[src/rtl/seg_chk_pkg.sv]
package seg_chk_pkg;

    typedef enum logic [1:0] {
        ACC_READ  = 2'b00,
        ACC_WRITE = 2'b01,
        ACC_EXEC  = 2'b10,
        ACC_ALT   = 2'b11
    } acc_kind_e;

    typedef enum logic [2:0] {
        CAUSE_NONE        = 3'd0,
        CAUSE_NOT_PRESENT = 3'd1,
        CAUSE_SYSTEM      = 3'd2,
        CAUSE_LIMIT       = 3'd3,
        CAUSE_WPROT       = 3'd4,
        CAUSE_RPROT       = 3'd5,
        CAUSE_EXEC_DATA   = 3'd6,
        CAUSE_PRIV        = 3'd7
    } fault_e;

    typedef struct packed {
        logic       present;
        logic [1:0] dpl;
        logic       code_or_data;
        logic       exec;
        logic       dir_or_conf;
        logic       wr_or_rd;
        logic       touched;
    } rights_t;

    typedef enum logic [1:0] {
        ST_IDLE  = 2'd0,
        ST_PASS  = 2'd1,
        ST_FAULT = 2'd2
    } rsp_state_e;

endpackage

[src/rtl/seg_rights_decode.sv]
module seg_rights_decode
    import seg_chk_pkg::*;
(
    input  rights_t    rights_i,
    input  acc_kind_e  kind_i,
    input  logic [1:0] cpl_i,
    input  logic       in_range_i,
    output logic       down_o,
    output fault_e     cause_o
);
    logic is_code;
    logic want_wr;
    logic want_ex;
    logic priv_ok;

    always_comb begin
        is_code = rights_i.exec;
        want_wr = (kind_i == ACC_WRITE);
        want_ex = (kind_i == ACC_EXEC);
        down_o  = ~rights_i.exec & rights_i.dir_or_conf;
        if (rights_i.dir_or_conf) begin
            priv_ok = (cpl_i >= rights_i.dpl);
        end else begin
            priv_ok = (cpl_i == rights_i.dpl);
        end
    end

    always_comb begin
        if (!rights_i.present) begin
            cause_o = CAUSE_NOT_PRESENT;
        end else if (!rights_i.code_or_data) begin
            cause_o = CAUSE_SYSTEM;
        end else if (want_ex && !is_code) begin
            cause_o = CAUSE_EXEC_DATA;
        end else if (want_wr && (is_code || !rights_i.wr_or_rd)) begin
            cause_o = CAUSE_WPROT;
        end else if (!want_wr && !want_ex && is_code && !rights_i.wr_or_rd) begin
            cause_o = CAUSE_RPROT;
        end else if (want_ex && !priv_ok) begin
            cause_o = CAUSE_PRIV;
        end else if (!in_range_i) begin
            cause_o = CAUSE_LIMIT;
        end else begin
            cause_o = CAUSE_NONE;
        end
    end

endmodule

[config.mk]
export PLATFORM = sky130hd
export DESIGN_NAME = seg_rights_decode
export DESIGN_NICKNAME = d
export VERILOG_FILES = /design/src/rtl/seg_chk_pkg.sv /design/src/rtl/seg_rights_decode.sv
export SDC_FILE = /design/constraint.sdc
export NUM_CORES = 1
export LEC_CHECK = 0
export BUFFER_PORTS_ARGS = -buffer_cell sky130_fd_sc_hd__buf_4
export CAP_MARGIN = 5
export CORE_AREA = 5 5 42 44
export DETAILED_ROUTE_END_ITERATION = 7
export DIE_AREA = 0 0 47 49
export PLACE_DENSITY = 0.41
export SLEW_MARGIN = 20
export SYNTH_ARGS = -nofsm -noshare
export SYNTH_HDL_FRONTEND = slang
export SYNTH_SLANG_ARGS = --single-unit
[constraint.sdc]
create_clock -name vclk -period 1.08
set_clock_uncertainty 0.15 [all_clocks]
set_input_delay 0.054 -clock vclk [all_inputs]
set_output_delay 0.054 -clock vclk [all_outputs]
set_load 0.005 [all_outputs]
# ---- After elaboration in Yosys (flattened, before gate mapping)
# Index checks and enable logic that the tools add are counted.
dict set report op_classes {
  add_sub_neg 0
  n_mux 8
  shift 0
  reduce_logical 12
  multipliers 0
  n_div 0
  n_bitwise 2
  eq_ne 3
  order_cmp 1
}
# op n
set ops {}
lappend ops {{2-to-1 mux 3 bit} 6}
lappend ops {{logical AND 1 bit} 6}
lappend ops {{zero test 1 bit} 5}
lappend ops {{== test 2 x 1 -> 1 bit, second input constant} 1}
lappend ops {{== test 2 bit} 1}
lappend ops {{== test 2 bit, second input constant} 1}
lappend ops {{>= comparator 2 bit} 1}
lappend ops {{2-to-1 mux 2 bit} 1}
lappend ops {{AND 1 bit} 1}
lappend ops {{logical OR 1 bit} 1}
lappend ops {{2-to-1 mux 1 bit} 1}
lappend ops {{NOT 1 bit} 1}
dict set report totals {
  output_inout_bits 4
  latchBits 0
  n_memories 0
  rom_bits 0
  mem_bits_rw 0
  register_bits 0
}

# ---- Logic depth before layout (Yosys ltp)
# Gate-level depths: netlist (run 1).
dict set report depth {
  ltp_word 10
  depth_mapped 6
}

# ---- Least setup slack after synthesis (run 1)
# Ideal clock, no wire load.
dict set report synth_timing {
  kind {input-to-output}
  from {input port kind_i[0]}
  to {output port cause_o[1]}
  t_arrival_ns 0.844
  stages 6
  setup_slack_ns 0.032
  cell_sequence {inv_1 ha_1 and3b_1 a21oi_2 nand2_1 o21ai_1}
}
dict set report synth_via {
  elab_chain_len 10
  elab_cells_between_ends 16
  cone_classes {eq/ne (2); mux (6); reduce/logical (8)}
}
# item line_no
set synth_rtl {}
lappend synth_rtl {{start, declared} seg_rights_decode.sv:5} ;# input acc_kind_e kind_i,
lappend synth_rtl {{== test 2 x 1 -> 1 bit or == test 2 bit (tied branches)} {seg_rights_decode.sv:18, seg_rights_decode.sv:19}}
lappend synth_rtl {{zero test 1 bit} seg_rights_decode.sv:37} ;# end else if (!want_wr && !want_ex && is_code && !rights_i.wr_or_rd) begin
lappend synth_rtl {{logical AND 1 bit (3 in series)} seg_rights_decode.sv:37}
lappend synth_rtl {{2-to-1 mux 3 bit} seg_rights_decode.sv:37}
lappend synth_rtl {{2-to-1 mux 3 bit} seg_rights_decode.sv:35} ;# end else if (want_wr && (is_code || !rights_i.wr_or_rd)) begin
lappend synth_rtl {{2-to-1 mux 3 bit *} seg_rights_decode.sv:33} ;# end else if (want_ex && !is_code) begin
lappend synth_rtl {{2-to-1 mux 3 bit *} seg_rights_decode.sv:31} ;# end else if (!rights_i.code_or_data) begin
lappend synth_rtl {{2-to-1 mux 3 bit *} seg_rights_decode.sv:29} ;# if (!rights_i.present) begin
lappend synth_rtl {{end, declared} seg_rights_decode.sv:9} ;# output fault_e cause_o
# Every way passes the cells marked *; elsewhere a longest branch is shown, timed or not.

# ---- Final worst setup path (run 1)
# Same ends and word-level chain as after synthesis.

==> metrics, run 1 <==
first-pass GRT wire length=959 um; RSZ-0062 raised after global routing=true; stages on the worst setup path=8; dpl cells=62; PnR worst setup slack=-0.1393 ns; part of the cycle the worst path needs=112.9%; Filler Cells Inserted=162; gr usage total=5.193%; Initial Util=13.93%; CP endpoint=cause_o[1]; leak pwr=0.2031 nW; max_slew headroom=88.80%; power density over the cells=377.2 nW/um2; CP startpoint=kind_i[0]; routed wire length=558 um; ANT nets after route=0; number of max-cap violations=0; final core area utilization=30.00%; wire length per cell=9.000 um; vias per cell=3.968; largest area contributor in the netlist=ha_1; Worst IR Drop VDD=134.4 uV; Final setup viols=3; crit path cell chain=buf_6 > inv_4 > ha_4 > and3b_2 > a21oi_2 > nand2_1 > o21ai_1 > buf_4; Non-Filler Instances=62; largest net degree at the start of global routing=5; Startpoint Class=input port; Seq/Total Area, Yosys=0%; Peak Freq=0.8201 GHz; half-perimeter wire length after detailed placement=514 um; number of global-route vias before repair=240; clock buffer count=0; Die ar.=2303 um2; Avg Inst Size Synth=6.971 um2; Least-Margin Pin Slew=0.1671 ns; most instantiated cells after synthesis=5 x inv_1, 5 x nand2_1, 4 x ha_1, 2 x nand2b_1, 2 x o21ai_1; grt total ovfl=0; Syn Inst Count=28; cell area after layout=420.4 um2; slowest stage delay, CP=0.21 ns; Synth top area share=25.64%; crit-path max FO=2; residual DRC count=0; failing checks=negative setup slack; main area contributors after synthesis=ha_1 26%, inv_1 9.6%, nand2_1 9.6%, nor2b_4 7.1%, a211oi_2 6.4%; core area=1401 um2; FF+latch area=0 um2; WP buf/inv=3; FFs & Latches=0; final setup TNS=-0.2756 ns; CP max stage cell=and3b_2; Synthesis Warnings=0; Initial DRT Pass Iterations=2; Crit path max-delay family=simple AND/OR/NAND/NOR gates; CTS Hold Buffers Added=0; Synth Net Count=45; Vias=246; worst path arrival time=1.02 ns; WS Path Type=input port to output port; Hold Fails Final Rpt=0; Distinct cells, synth=15; Area Overhead vs Synth=115.4%; Tmin final=1.219 ns; # port buffers=16; mapped cell area=195.2 um2; initial antenna violation count=0; Row Count=14; Area after DPL=350.3 um2; ANT cells=0; Max Slew Vio Count=0; pre-CTS setup slack=-0.2148 ns; Critical Path End Type=output port; CP required=0.88 ns; Final Power=0.1586 mW; post-CTS setup repair buffer count=0; Die X=47 um; NumNets Final=65; DR iter-0 viols=2; Ports=17; outcome=complete, but fails checks; Hold Crit Class=input port to output port; hold slack=0.2187 ns; share of cells above drive strength 1=63.04%; RePlAce Congestion=0.6002; Die H=49 um
power breakdown:
group | internal [mW] | switching, mW | leakage (nW)
clock network | 0 | 0 | 0
registers | 0 | 0 | 0
logic | 0.0965 | 0.0620 | 0.203
worst min-delay path, cell delays in order:
cell     delay (ns)
buf_4          0.09
nor2b_1        0.04
buf_4          0.12
metal layers:
| metal | up-vias | track usage, % | share of wire [%] |
|---|---|---|---|
| met5 | - | 0 | 0 |
| met4 | 0 | 0 | 0 |
| met3 | 0 | 1.107 | 12 |
| met2 | 11 | 8.371 | 45 |
| met1 | 105 | 7.391 | 43 |
| li1 | 130 | - | - |
cells in the final DEF (no fill, tap or decap):
master / n
a211oi_2: 1
a21boi_2: 1
a21o_1: 1
a21oi_1: 1
a21oi_2: 1
a31oi_1: 1
and3b_2: 1
buf_4: 14
buf_6: 4
ha_1: 1
ha_4: 3
inv_1: 3
inv_4: 2
nand2_1: 5
nand2b_1: 2
nor2b_1: 1
nor2b_4: 1
o21ai_1: 2
o21ai_4: 1
logic make-up (layout without fill, tap and decap cells):
logic type	count (synthesis)	after routing	share of synthesized area (%)
compound gates	9	9	33.98
fa+ha+maj	4	4	25.64
simple gates	10	10	30.77
buf+inv	5	23	9.616
area by class of cell:
cell class / instances / area [um2] / share of cell area (%)
Timing Repair Buffer: 18 / 150.1 / 35.71
Multi-Input combinational cell: 23 / 226.5 / 53.87
Inverter: 5 / 23.77 / 5.655
Tap cell: 16 / 20.02 / 4.762
how the worst min path moves through the flow:
stage | startpoint | to | slack, ns | depth (start not counted)
global route | rights_i[3] | down_o | 0.24 | 3
CTS | rights_i[3] | down_o | 0.22 | 3
floorplan | rights_i[3] | down_o | -0.01 | 1
detailed placement | rights_i[3] | down_o | 0.22 | 3
global placement | rights_i[3] | down_o | 0.22 | 3
finish | rights_i[3] | down_o | 0.22 | 3
timing repair:
action / CTS / global route
pin swaps: 9 / 6
setup endpoints to repair: 3 / 3
gates resized for setup: 13 / 2
No activity file was read; power rests on OpenSTA's default activity.
==> run 2: changes to the inputs <==
--- a/config.mk
+++ b/config.mk
@@ -5,12 +5,13 @@
 export SDC_FILE = /design/constraint.sdc
 export NUM_CORES = 1
 export LEC_CHECK = 0
+export ABC_AREA = 1
 export BUFFER_PORTS_ARGS = -buffer_cell sky130_fd_sc_hd__buf_4
 export CAP_MARGIN = 5
 export CORE_AREA = 5 5 42 44
 export DETAILED_ROUTE_END_ITERATION = 7
 export DIE_AREA = 0 0 47 49
-export PLACE_DENSITY = 0.41
+export PLACE_DENSITY = 0.4
 export SLEW_MARGIN = 20
 export SYNTH_ARGS = -nofsm -noshare
 export SYNTH_HDL_FRONTEND = slang
==> run 2 against run 1 <==
  * Global-route usage grew 0.28 points
  * Largest cell class unchanged
  * Core utilization is 0.27 points higher
  * Non-clock buffer count decreased by 1
  * Die area did not move
  * The flow still finishes with violations (negative setup slack)
  * Count of clock-buffer cells in the layout stayed put
  * Synthesized cell count increased by 29%
  * Synthesized area fell by 4.5%
  * Power is 0.15% lower
  * Worst hold slack worse by 0.0026 ns
  * Critical path depth stayed put
  * Combinational power is essentially flat
  * Sequential cell count stayed put
  * Critical endpoint is now cause_o[2]
==> metrics, run 2 <==
mapped cell area=186.4 um2 (-4.5%); clock buffer count=0 (unchanged); commonest non-fill, non-tap cell in the layout=buf_4; Initial Util=13.30% (-0.62 points); ANT cells=0 (unchanged); main area contributors after synthesis=ha_1 27%, inv_1 24%, nand2_1 18%, nand3_1 8.1%, nor2_1 8.1%; CTS Hold Buffers Added=0 (unchanged); FF+latch area=0 um2 (unchanged); part of the cycle the worst path needs=109.0% (-3.9 points); final setup TNS=-0.2490 ns (+0.02656 ns); dpl cells=68 (+9.7%); Die ar.=2303 um2 (unchanged); number of max-cap violations=0 (unchanged); Worst IR Drop VDD=85.56 uV (-36%); slowest stage delay, CP=0.19 ns (-0.02 ns); Die H=49 um (unchanged); commonest non-fill, non-tap cells in the layout=13 x buf_4, 9 x inv_1, 7 x nand2_1; gr usage total=5.474% (+0.28 points); Syn Inst Count=36 (+29%); Synth Net Count=53 (+18%); Synth top area share=26.85% (+1.2 points); Seq/Total Area, Yosys=0% (unchanged); half-perimeter wire length after detailed placement=481.4 um (-6.3%); stages on the worst setup path=8 (unchanged); NumNets Final=72 (+11%); Critical Path End Type=output port; vias per cell=3.870 (-2.5%); Die X=47 um (unchanged); core area=1401 um2 (unchanged); WP buf/inv=4 (+1); grt total ovfl=0 (unchanged); CP max stage cell=ha_4; crit-path max FO=3 (+1); Area Overhead vs Synth=127.5%; RePlAce Congestion=0.6331 (+5.5%); WS Path Type=input port to output port; FFs & Latches=0 (unchanged); Distinct cells, synth=8 (-7); crit path cell chain=buf_4 > inv_2 > ha_4 > a21oi_2 > nand2_2 > buf_4 > a21oi_2 > buf_4; residual DRC count=0 (unchanged); Tmin final=1.177 ns (-0.04231 ns); Ports=17 (unchanged); Row Count=14 (unchanged); # port buffers=16 (unchanged); Final setup viols=3 (unchanged); Startpoint Class=input port; DR iter-0 viols=3 (+1); worst path arrival time=0.97 ns (-0.05 ns); most instantiated cells after synthesis=12 x inv_1, 9 x nand2_1, 4 x ha_1, 4 x nor2_1, 3 x nand3_1; Max Slew Vio Count=0 (unchanged); wire length per cell=9.754 um (+8.4%); leak pwr=0.2216 nW (+9.1%); initial antenna violation count=0 (unchanged); Crit path max-delay family=buffers and inverters; Hold Crit Class=input port to output port; failing checks=negative setup slack; CP required=0.88 ns (about the same); first-pass GRT wire length=979 um (+2.1%); outcome=complete, but fails checks; Vias=267 (+8.5%); CP endpoint=cause_o[2]; routed wire length=673 um (+21%); number of global-route vias before repair=248 (+3.3%); cell area after layout=424.2 um2 (+0.89%); share of cells above drive strength 1=62.26% (-0.78 points); Initial DRT Pass Iterations=2 (unchanged); Synthesis Warnings=0 (unchanged); power density over the cells=373.3 nW/um2 (-1.0%); ANT nets after route=0 (unchanged); Area after DPL=326.6 um2 (-6.8%); largest net degree at the start of global routing=5 (unchanged); Non-Filler Instances=69 (+11%); PnR worst setup slack=-0.09701 ns (+0.04231 ns); Hold Fails Final Rpt=0 (unchanged); Avg Inst Size Synth=5.179 um2 (-26%); largest area contributor in the netlist=ha_1; max_slew headroom=90.46% (+1.7 points); CP startpoint=cpl_i[0]; Least-Margin Pin Slew=0.1430 ns (-0.02410 ns); RSZ-0062 raised after global routing=true; most common cell in the netlist=inv_1; Peak Freq=0.8496 GHz (+3.6%); CP most frequent cell=buf_4
## run 2: cell count changes after synthesis, moves of 2 or more
cell      before  now
inv_1          5   12
nand2_1        5    9
o21ai_1        2    0
nand2b_1       2    0
nand3_1        0    3
nor2_1         0    4
## run 2: power breakdown
group          leakage [nW]  switching, mW  total [mW]  internal (mW)
sequential                0              0           0              0
combinational         0.222         0.0702       0.158         0.0881
clock                     0              0           0              0
total                 0.222         0.0702       0.158         0.0881
## run 2: through the flow
step / setup WS [ns] / utilization (%) / hold slack, ns / power (mW)
floorplan: 0.07526 / - / -0.01090 / 0.05044
global placement: -0.1778 / 23.30 / 0.2198 / 0.1118
detailed placement: -0.1837 / 23.30 / 0.2233 / 0.1122
CTS: -0.1224 / 26.79 / 0.2233 / 0.1345
global route: -0.1532 / 30.27 / 0.2389 / 0.1777
finish: -0.09701 / 30.27 / 0.2161 / 0.1583
## run 2: cells by family after synthesis
family,after synthesis,share of synthesized area (%)
adders and majority gates,4,26.85
buffers and inverters,12,24.16
and+or+nand+nor,16,34.22
AOI/OAI and AO/OA,4,14.77
## run 2: layer usage
layer / wire length, um / vias up / global-route usage, % / share of wire, %
met1: 211 / 115 / 5.217 / 31
li1: - / 141 / - / -
met3: 104 / 0 / 2.214 / 15
met4: 0 / 0 / 0 / 0
met5: 0 / - / 0 / 0
met2: 357 / 11 / 10.86 / 53
## run 2: worst min path at each step
stage / cells past startpoint / from / endpoint / slack (ns)
2_1_floorplan: 1 / rights_i[3] / down_o / -0.01
3_3_place_gp: 3 / rights_i[7] / cause_o[0] / 0.22
3_5_place_dp: 3 / rights_i[7] / cause_o[0] / 0.22
4_1_cts: 3 / rights_i[7] / cause_o[0] / 0.22
5_1_grt: 3 / rights_i[7] / cause_o[0] / 0.24
6_report: 3 / rights_i[7] / cause_o[0] / 0.22
## run 2: timing repair
action                                  4_1_cts  5_1_grt
resized for setup                            11        9
endpoints found under the setup margin        3        3
pin swaps                                    10        9
setup buffers                                 0        1
## run 2: cell type report
cell class | instances | area (um2)
inverters | 12 | 47.55
fillers | 163 | 977.2
multi-input cells | 24 | 214.0
repair buffers | 17 | 142.6
well taps | 16 | 20.02
